<file path="src/rtl/ser_port_pkg.sv">
package ser_port_pkg;
  localparam int unsigned BYTE_W     = 8;
  localparam int unsigned SYNC_DEPTH = 2;

  typedef struct packed {
    logic start;  // select asserted
    logic stop;   // select released
    logic rise;   // serial clock rising
    logic fall;   // serial clock falling
  } port_evt_t;
endpackage

</file>
<file path="src/rtl/ser_sync.sv">
module ser_sync #(
  parameter int unsigned W       = 1,
  parameter int unsigned STAGES  = 2,
  parameter logic [W-1:0] RST_VAL = '0
) (
  input  logic         clk_i,
  input  logic         rst_ni,
  input  logic [W-1:0] d_i,
  output logic [W-1:0] q_o
);
  logic [STAGES-1:0][W-1:0] stage_q;

  always_ff @(posedge clk_i or negedge rst_ni) begin
    if (!rst_ni) begin
      for (int s = 0; s < STAGES; s++) stage_q[s] <= RST_VAL;
    end else begin
      stage_q[0] <= d_i;
      for (int s = 1; s < STAGES; s++) stage_q[s] <= stage_q[s-1];
    end
  end

  assign q_o = stage_q[STAGES-1];
endmodule

</file>
<file path="src/rtl/ser_front.sv">
module ser_front
  import ser_port_pkg::*;
#(
  parameter int unsigned STAGES = SYNC_DEPTH
) (
  input  logic      clk_i,
  input  logic      rst_ni,
  input  logic      cs_ni,
  input  logic      sclk_i,
  input  logic      sdi_i,
  output port_evt_t evt_o,
  output logic      sdi_o
);
  localparam logic [2:0] PIN_RST = 3'b100;  // cs high, sclk low, sdi low

  logic [2:0] pins_s;
  logic       cs_d, sclk_d;

  ser_sync #(
    .W      (3),
    .STAGES (STAGES),
    .RST_VAL(PIN_RST)
  ) u_sync (
    .clk_i (clk_i),
    .rst_ni(rst_ni),
    .d_i   ({cs_ni, sclk_i, sdi_i}),
    .q_o   (pins_s)
  );

  always_ff @(posedge clk_i or negedge rst_ni) begin
    if (!rst_ni) begin
      cs_d   <= 1'b1;
      sclk_d <= 1'b0;
    end else begin
      cs_d   <= pins_s[2];
      sclk_d <= pins_s[1];
    end
  end

  assign evt_o.start = cs_d & ~pins_s[2];
  assign evt_o.stop  = ~cs_d & pins_s[2];
  assign evt_o.rise  = ~sclk_d & pins_s[1];
  assign evt_o.fall  = sclk_d & ~pins_s[1];
  assign sdi_o       = pins_s[0];
endmodule

</file>
<file path="src/rtl/ser_shift.sv">
module ser_shift
  import ser_port_pkg::*;
#(
  parameter int unsigned  DATA_W   = BYTE_W,
  parameter logic [DATA_W-1:0] NOP_CODE = '1
) (
  input  logic              clk_i,
  input  logic              rst_ni,
  input  port_evt_t         evt_i,
  input  logic              sdi_i,
  input  logic [DATA_W-1:0] stat_i,
  output logic              sdo_o,
  output logic              sdo_oe_o,
  output logic [DATA_W-1:0] cmd_o,
  output logic              cmd_stb_o,
  output logic              first_rise_o
);
  localparam int unsigned  CNT_W   = $clog2(DATA_W + 1) + 1;
  localparam logic [CNT_W-1:0] CNT_MAX = '1;
  localparam logic [CNT_W-1:0] CNT_END = CNT_W'(DATA_W);

  logic              active_q;
  logic [CNT_W-1:0]  cnt_q;
  logic [DATA_W-1:0] rx_q, tx_q, cmd_q;
  logic              stb_q;

  always_ff @(posedge clk_i or negedge rst_ni) begin
    if (!rst_ni) begin
      active_q <= 1'b0;
      cnt_q    <= '0;
      rx_q     <= '0;
      tx_q     <= '0;
      cmd_q    <= '0;
      stb_q    <= 1'b0;
    end else begin
      stb_q <= 1'b0;
      if (evt_i.start) begin
        active_q <= 1'b1;
        cnt_q    <= '0;
        tx_q     <= stat_i;
      end else if (active_q) begin
        if (evt_i.stop) begin
          active_q <= 1'b0;
          if (cnt_q == CNT_END && rx_q != NOP_CODE) begin
            cmd_q <= rx_q;
            stb_q <= 1'b1;
          end
        end else begin
          if (evt_i.rise) begin
            rx_q <= {rx_q[DATA_W-2:0], sdi_i};
            if (cnt_q != CNT_MAX) cnt_q <= cnt_q + 1'b1;  // saturate: long bursts never alias to 8
          end
          if (evt_i.fall) tx_q <= {tx_q[DATA_W-2:0], 1'b0};
        end
      end
    end
  end

  assign sdo_o        = active_q & tx_q[DATA_W-1];
  assign sdo_oe_o     = active_q;
  assign cmd_o        = cmd_q;
  assign cmd_stb_o    = stb_q;
  assign first_rise_o = active_q & evt_i.rise & ~evt_i.stop & (cnt_q == '0);

  // status shifter moves only on a falling serial clock or a new select
  a_r4_tx_hold: assert property (@(posedge clk_i) disable iff (!rst_ni)
    (!evt_i.fall && !evt_i.start) |=> $stable(tx_q));

  // deselected port keeps its count and received bits
  a_r9_idle_hold: assert property (@(posedge clk_i) disable iff (!rst_ni)
    (!active_q && !evt_i.start) |=> ($stable(cnt_q) && $stable(rx_q)));

  // a strobe only follows a completed deselect
  a_r7_strobe_idle: assert property (@(posedge clk_i) disable iff (!rst_ni)
    cmd_stb_o |-> !active_q);

  // the no-operation byte never reaches the command output
  a_r8_no_nop: assert property (@(posedge clk_i) disable iff (!rst_ni)
    cmd_stb_o |-> (cmd_o != NOP_CODE));
endmodule

</file>
<file path="src/rtl/ser_irq.sv">
module ser_irq #(
  parameter int unsigned DATA_W = ser_port_pkg::BYTE_W
) (
  input  logic              clk_i,
  input  logic              rst_ni,
  input  logic [DATA_W-1:0] stat_i,
  input  logic              first_rise_i,
  output logic              irq_o
);
  logic [DATA_W-1:0] stat_q;
  logic              pend_q;
  logic              changed;

  assign changed = (stat_i != stat_q);

  always_ff @(posedge clk_i or negedge rst_ni) begin
    if (!rst_ni) begin
      stat_q <= '0;
      pend_q <= 1'b0;
    end else begin
      stat_q <= stat_i;
      pend_q <= changed | (pend_q & ~first_rise_i);  // new change wins over release
    end
  end

  assign irq_o = pend_q;

  // any status change raises the request
  a_r5_change_sets: assert property (@(posedge clk_i) disable iff (!rst_ni)
    changed |=> irq_o);

  // only the first rising serial clock after select releases it
  a_r6_hold: assert property (@(posedge clk_i) disable iff (!rst_ni)
    (irq_o && !first_rise_i) |=> irq_o);
endmodule

</file>
<file path="src/rtl/ser_ctl_port.sv">
module ser_ctl_port
  import ser_port_pkg::*;
#(
  parameter int unsigned DATA_W      = BYTE_W,
  parameter int unsigned SYNC_STAGES = SYNC_DEPTH
) (
  input  logic              clk_i,
  input  logic              rst_ni,
  input  logic              cs_ni,
  input  logic              sclk_i,
  input  logic              sdi_i,
  output logic              sdo_o,
  output logic              sdo_oe_o,
  output logic              irq_pull_o,
  output logic [DATA_W-1:0] cmd_o,
  output logic              cmd_stb_o,
  input  logic [DATA_W-1:0] stat_i
);
  localparam logic [DATA_W-1:0] NOP_CODE = '1;

  port_evt_t evt;
  logic      sdi_s;
  logic      first_rise;

  ser_front #(.STAGES(SYNC_STAGES)) u_front (
    .clk_i (clk_i),
    .rst_ni(rst_ni),
    .cs_ni (cs_ni),
    .sclk_i(sclk_i),
    .sdi_i (sdi_i),
    .evt_o (evt),
    .sdi_o (sdi_s)
  );

  ser_shift #(.DATA_W(DATA_W), .NOP_CODE(NOP_CODE)) u_shift (
    .clk_i       (clk_i),
    .rst_ni      (rst_ni),
    .evt_i       (evt),
    .sdi_i       (sdi_s),
    .stat_i      (stat_i),
    .sdo_o       (sdo_o),
    .sdo_oe_o    (sdo_oe_o),
    .cmd_o       (cmd_o),
    .cmd_stb_o   (cmd_stb_o),
    .first_rise_o(first_rise)
  );

  ser_irq #(.DATA_W(DATA_W)) u_irq (
    .clk_i       (clk_i),
    .rst_ni      (rst_ni),
    .stat_i      (stat_i),
    .first_rise_i(first_rise),
    .irq_o       (irq_pull_o)
  );

  // releasing select floats the data line on the next edge
  a_r1_float_on_stop: assert property (@(posedge clk_i) disable iff (!rst_ni)
    evt.stop |=> !sdo_oe_o);
endmodule

</file>
<file path="config.mk">
export PLATFORM = sky130hd
export DESIGN_NAME = ser_ctl_port
export DESIGN_NICKNAME = d
export VERILOG_FILES = /design/src/rtl/ser_port_pkg.sv /design/src/rtl/ser_sync.sv /design/src/rtl/ser_front.sv /design/src/rtl/ser_shift.sv /design/src/rtl/ser_irq.sv /design/src/rtl/ser_ctl_port.sv
export SDC_FILE = /design/constraint.sdc
export NUM_CORES = 1
export LEC_CHECK = 0
export CAP_MARGIN = 0
export CORE_ASPECT_RATIO = 1.1
export CORE_UTILIZATION = 54
export DETAILED_ROUTE_END_ITERATION = 8
export HOLD_SLACK_MARGIN = 0.12
export PLACE_DENSITY = 0.78
export SYNTH_ARGS = -nofsm -noshare
export SYNTH_HDL_FRONTEND = slang
export SYNTH_HIERARCHICAL = 1
export SYNTH_SLANG_ARGS = --single-unit
</file>
<file path="constraint.sdc">
create_clock -name clk_i -period 2.45 [get_ports clk_i]
set_clock_uncertainty 0.15 [all_clocks]
set_input_delay 0.245 -clock clk_i [delete_from_list [all_inputs] [get_ports clk_i]]
set_output_delay 0.245 -clock clk_i [all_outputs]
set_load 0.005 [all_outputs]
</file>
==> results by group, run 1 <==
Floorplan
  – Core area: ~3400 um^2
  – I/O pin count: 25
  – Chip Width: between 50 and 60 um
  – Die H: 65.5 um
  – Initial Util: 58.0%
  – Full die area: slightly below 4000 um^2
  – FP Rows: 22

Timing
  – Final setup vio count: 0
  – Peak Freq: approximately 0.46 GHz
  – Slew Viols, Final: 0
  – Tmin final: between 2000 and 2500 ps
  – Setup TNS: 0 ps
  – Period Utilization, post-route: around 90%
  – Slew @ Worst Pin: 497 ps
  – RSZ-0062 raised after global routing: false
  – Number of failing hold endpoints at the final stage: 0
  – Rel. slew slack: 66.8%
  – Worst setup margin: between 200 and 300 ps

Worst setup path
  – CP endpoint kind: flop
  – Slowest stage delay, CP: about 440 ps
  – WP buf/inv: 0
  – WP data required: approximately 2600 ps
  – Worst r2r src: u_shift/cnt_q[0]
  – WP data arrival: about 2300 ps
  – FF-to-FF setup slack: roughly 260 ps
  – Crit-path max FO: 6
  – CP dominant cell by count: ha_1
  – Crit path cell chain: ha_1 -> and3_2 -> ha_1 -> and4bb_1 -> nand4_1 -> mux2_2
  – R2r endpoint: u_shift/cnt_q[3]
  – Top delay family on crit path: simple AND/OR/NAND/NOR gates
  – Critical path's slowest cell: dfrtp_1
  – CP endpoint: u_shift/cnt_q[3]
  – WP depth: 6
  – Crit. Startpoint: u_shift/cnt_q[0]
  – Startpoint types: flop
  – WS Path Type: reg2reg
  – Worst R2R Path Depth: 6

Yosys
  – Most common cell in the netlist: dfrtp_1
  – Number of synthesized flops with an enable pin: 0
  – Top-area cell type share of the netlist area: between 50 and 60%
  – Largest family of logic cells by synthesized area: multiplexers
  – Xor and xnor fraction of the mapped netlist area: about 4.0%
  – Most used DFF post-synth: dfrtp_1
  – Synth top area cells: dfrtp_1 57%, mux2_2 9.7%, mux2i_1 4.6%
  – Multiplexer area fraction after synthesis: 14.2%
  – Mapped Cells: ~150
  – Mapped cell area: roughly 2000 um^2
  – Synth Area in Adders: ~1.9%
  – Number of synthesized register bits: 48
  – Synth unique cells: 32
  – Syn nets: roughly 160
  – Top post-synthesis cells by count: 45 x dfrtp_1, 17 x mux2_2, 9 x mux2i_1, 9 x nand2_1, 8 x o21ai_0
  – Avg Inst Size Synth: between 10 and 15 um^2
  – Seq/Total Area, Yosys: about 60%
  – Synth Area in Compound Gates: about 5%
  – Yosys warns: 6
  – Post-synthesis async set-or-reset flop share: 100%
  – Simple logic cell fraction of the synthesized area: a little over a tenth
  – Yosys top cell by area: dfrtp_1

Detailed routing
  – Initial DRC Count: 58
  – Routed WL: a little over 3000 um
  – Vias: 1158
  – DRC viols: 0
  – Post-DR vias/cell: roughly 5.2
  – Routed length per instance: 13.8 um
  – Drt first pass iters: 4
  – Post-route ant nets: 0

Finish
  – Layout cells sized above 1: between 20% and 30%
  – Final net count: 188
  – Final core occ: around two thirds
  – Antenna cells: 0
  – Layout area overhead: 17.8%

Power
  – Lkg Pwr: 0.00110 uW
  – Clock Power Share: 28.2%
  – Int Pwr: about 1200 uW
  – P_sw: roughly 380 uW
  – Comb pwr share: 12.0%
  – Power Density: 681 nW/um^2
  – Pwr Total: ~1600 uW
  – Seq pwr share: between 50% and 60%
  – Worst VDD drop: 518 uV
  – Sw frac: between 20% and 30%

Clock tree
  – CTS H-tree depth: 2
  – Later-pin clock latency in the skew report: 350 ps
  – Clock root cell: clkbuf_4
  – Post-CTS sizing: 0
  – Clock-pin transition on the worst setup and hold timing paths: about 130 ps
  – CTS tree: built
  – Clock Path Buffers: 2
  – CTS Buf Count: 5
  – Clock sinks: between 40 and 50

Global routing
  – Vias in the first global route: between 1000 and 1500
  – Pin count of the biggest net entering global routing: 30
  – Global-route wire length before repair: 5450 um
  – Initial antenna violation count: 0
  – Grt ovf: 0
  – Overall global routing resource usage: about a fifth

Place
  – IO Port Bufs: 24
  – Dpl ws: 283 ps
  – Detailed placement HPWL: 2210 um
  – Placer congestion estimate: about 0.76

Hold path
  – Hold Crit Start: sclk_i
  – Classification of the worst-slack hold path: in2reg

Run status
  – Outcome: complete, no violations

Job
  – Max cap viols: 0
==> state kept, by name, indices dropped and copies added (netlist names) <==
| name | cells |
|---|---|
| u_front/cs_d | 1 |
| u_front/sclk_d | 1 |
| u_front/u_sync/q_o | 3 |
| u_front/u_sync/stage_q | 3 |
| u_irq/irq_o | 1 |
| u_irq/stat_q | 8 |
| u_shift/cmd_o | 8 |
| u_shift/cmd_stb_o | 1 |
| u_shift/cnt_q | 5 |
| u_shift/rx_q | 8 |
| u_shift/sdo_oe_o | 1 |
| u_shift/tx_q | 8 |
==> power groups by stage <==
stage	Clock, uW	Combinational [uW]	Sequential (uW)
4_1_cts	463	193	947
5_1_grt	496	213	961
3_3_place_gp	0	183	956
6_report	448	191	948
2_1_floorplan	0	130	940
3_5_place_dp	0	191	962
==> placed cells by master (no fill, tap or decap), drive strengths merged, types with 2 or more instances in the layout <==
master         synthesis  final
xnor2                  2      2
mux2i                  9      9
ha                     3      3
nor2                   6      6
nand3b                 2      2
dfstp                  3      3
xor2                   7      7
and2                   2      2
dfrtp                 45     45
o2111ai                2      2
o21ai                  8      8
buf                    5      2
dlygate4sd3            0      2
and2b                  4      4
inv                    5      5
nor3b                  2      2
mux2                  17     17
clkbuf                 3      6
clkdlybuf4s50          0     23
nand2                  9      9
nand4                  3      3
==> area by class of cell <==
type	count	area (um^2)
Sequential cell	48	1200
Fill cell	279	1080
Multi-Input combinational cell	85	708
Timing Repair Buffer	27	263
Tap cell	48	60.1
Clock buffer	6	41.3
Clock inverter	2	35.0
Inverter	5	18.8
==> metrics by stage <==
step	cells	area, um^2	hold slack (ps)
floorplan	146	1980	-201
global placement	211	2230	48.2
detailed placement	211	2230	58.3
CTS	220	2320	121
global route	221	2330	175
finish	221	2330	165
==> how the worst min path moves through the flow <==
stage / to / depth (start not counted)
2_1_floorplan: u_front/sclk_d / 0
3_3_place_gp: u_shift/cmd_stb_o / 1
3_5_place_dp: u_shift/cmd_stb_o / 1
4_1_cts: u_front/u_sync/stage_q[2] / 1
5_1_grt: u_front/u_sync/stage_q[1] / 1
6_report: u_front/u_sync/stage_q[1] / 1
==> what timing repair did <==
action                                 in CTS  in global routing
hold buffers                                1                  1
endpoints found under the hold margin      19                  1
setup buffers                               0                  0
==> kinds of logic (layout without fill, tap and decap cells) <==
family                     count (synthesis)  in the layout
xor gates and xnor gates                   9              9
muxes                                     26             26
AOI/OAI and AO/OA                         13             13
buffers and inverters                     13             40
and+or+nand+nor                           34             34
DFF                                       48             48
adders and majority gates                  3              3
==> routing by layer <==
layer | share of wire, % | vias up | wire length, um | global-route usage, %
met5 | 0 | - | 0 | 0
met4 | 1.2 | 0 | 36 | 7.85
met3 | 4.2 | 5 | 128 | 4.33
met2 | 52 | 27 | 1600 | 32.2
met1 | 42 | 573 | 1280 | 24.4
li1 | - | 553 | - | -
(Power assumes the default switching activity.)
==> run 2, diff against run 1 <==
--- a/config.mk
+++ b/config.mk
@@ -11,6 +11,7 @@
 export DETAILED_ROUTE_END_ITERATION = 8
 export HOLD_SLACK_MARGIN = 0.12
 export PLACE_DENSITY = 0.78
+export SKIP_CTS_REPAIR_TIMING = 1
 export SYNTH_ARGS = -nofsm -noshare
 export SYNTH_HDL_FRONTEND = slang
 export SYNTH_HIERARCHICAL = 1
==> results of run 2 <==
Final layout, timing and power as in run 1 (identical DEF).
Main changes from that run: via count of the first global-routing pass 1167 -> 1170
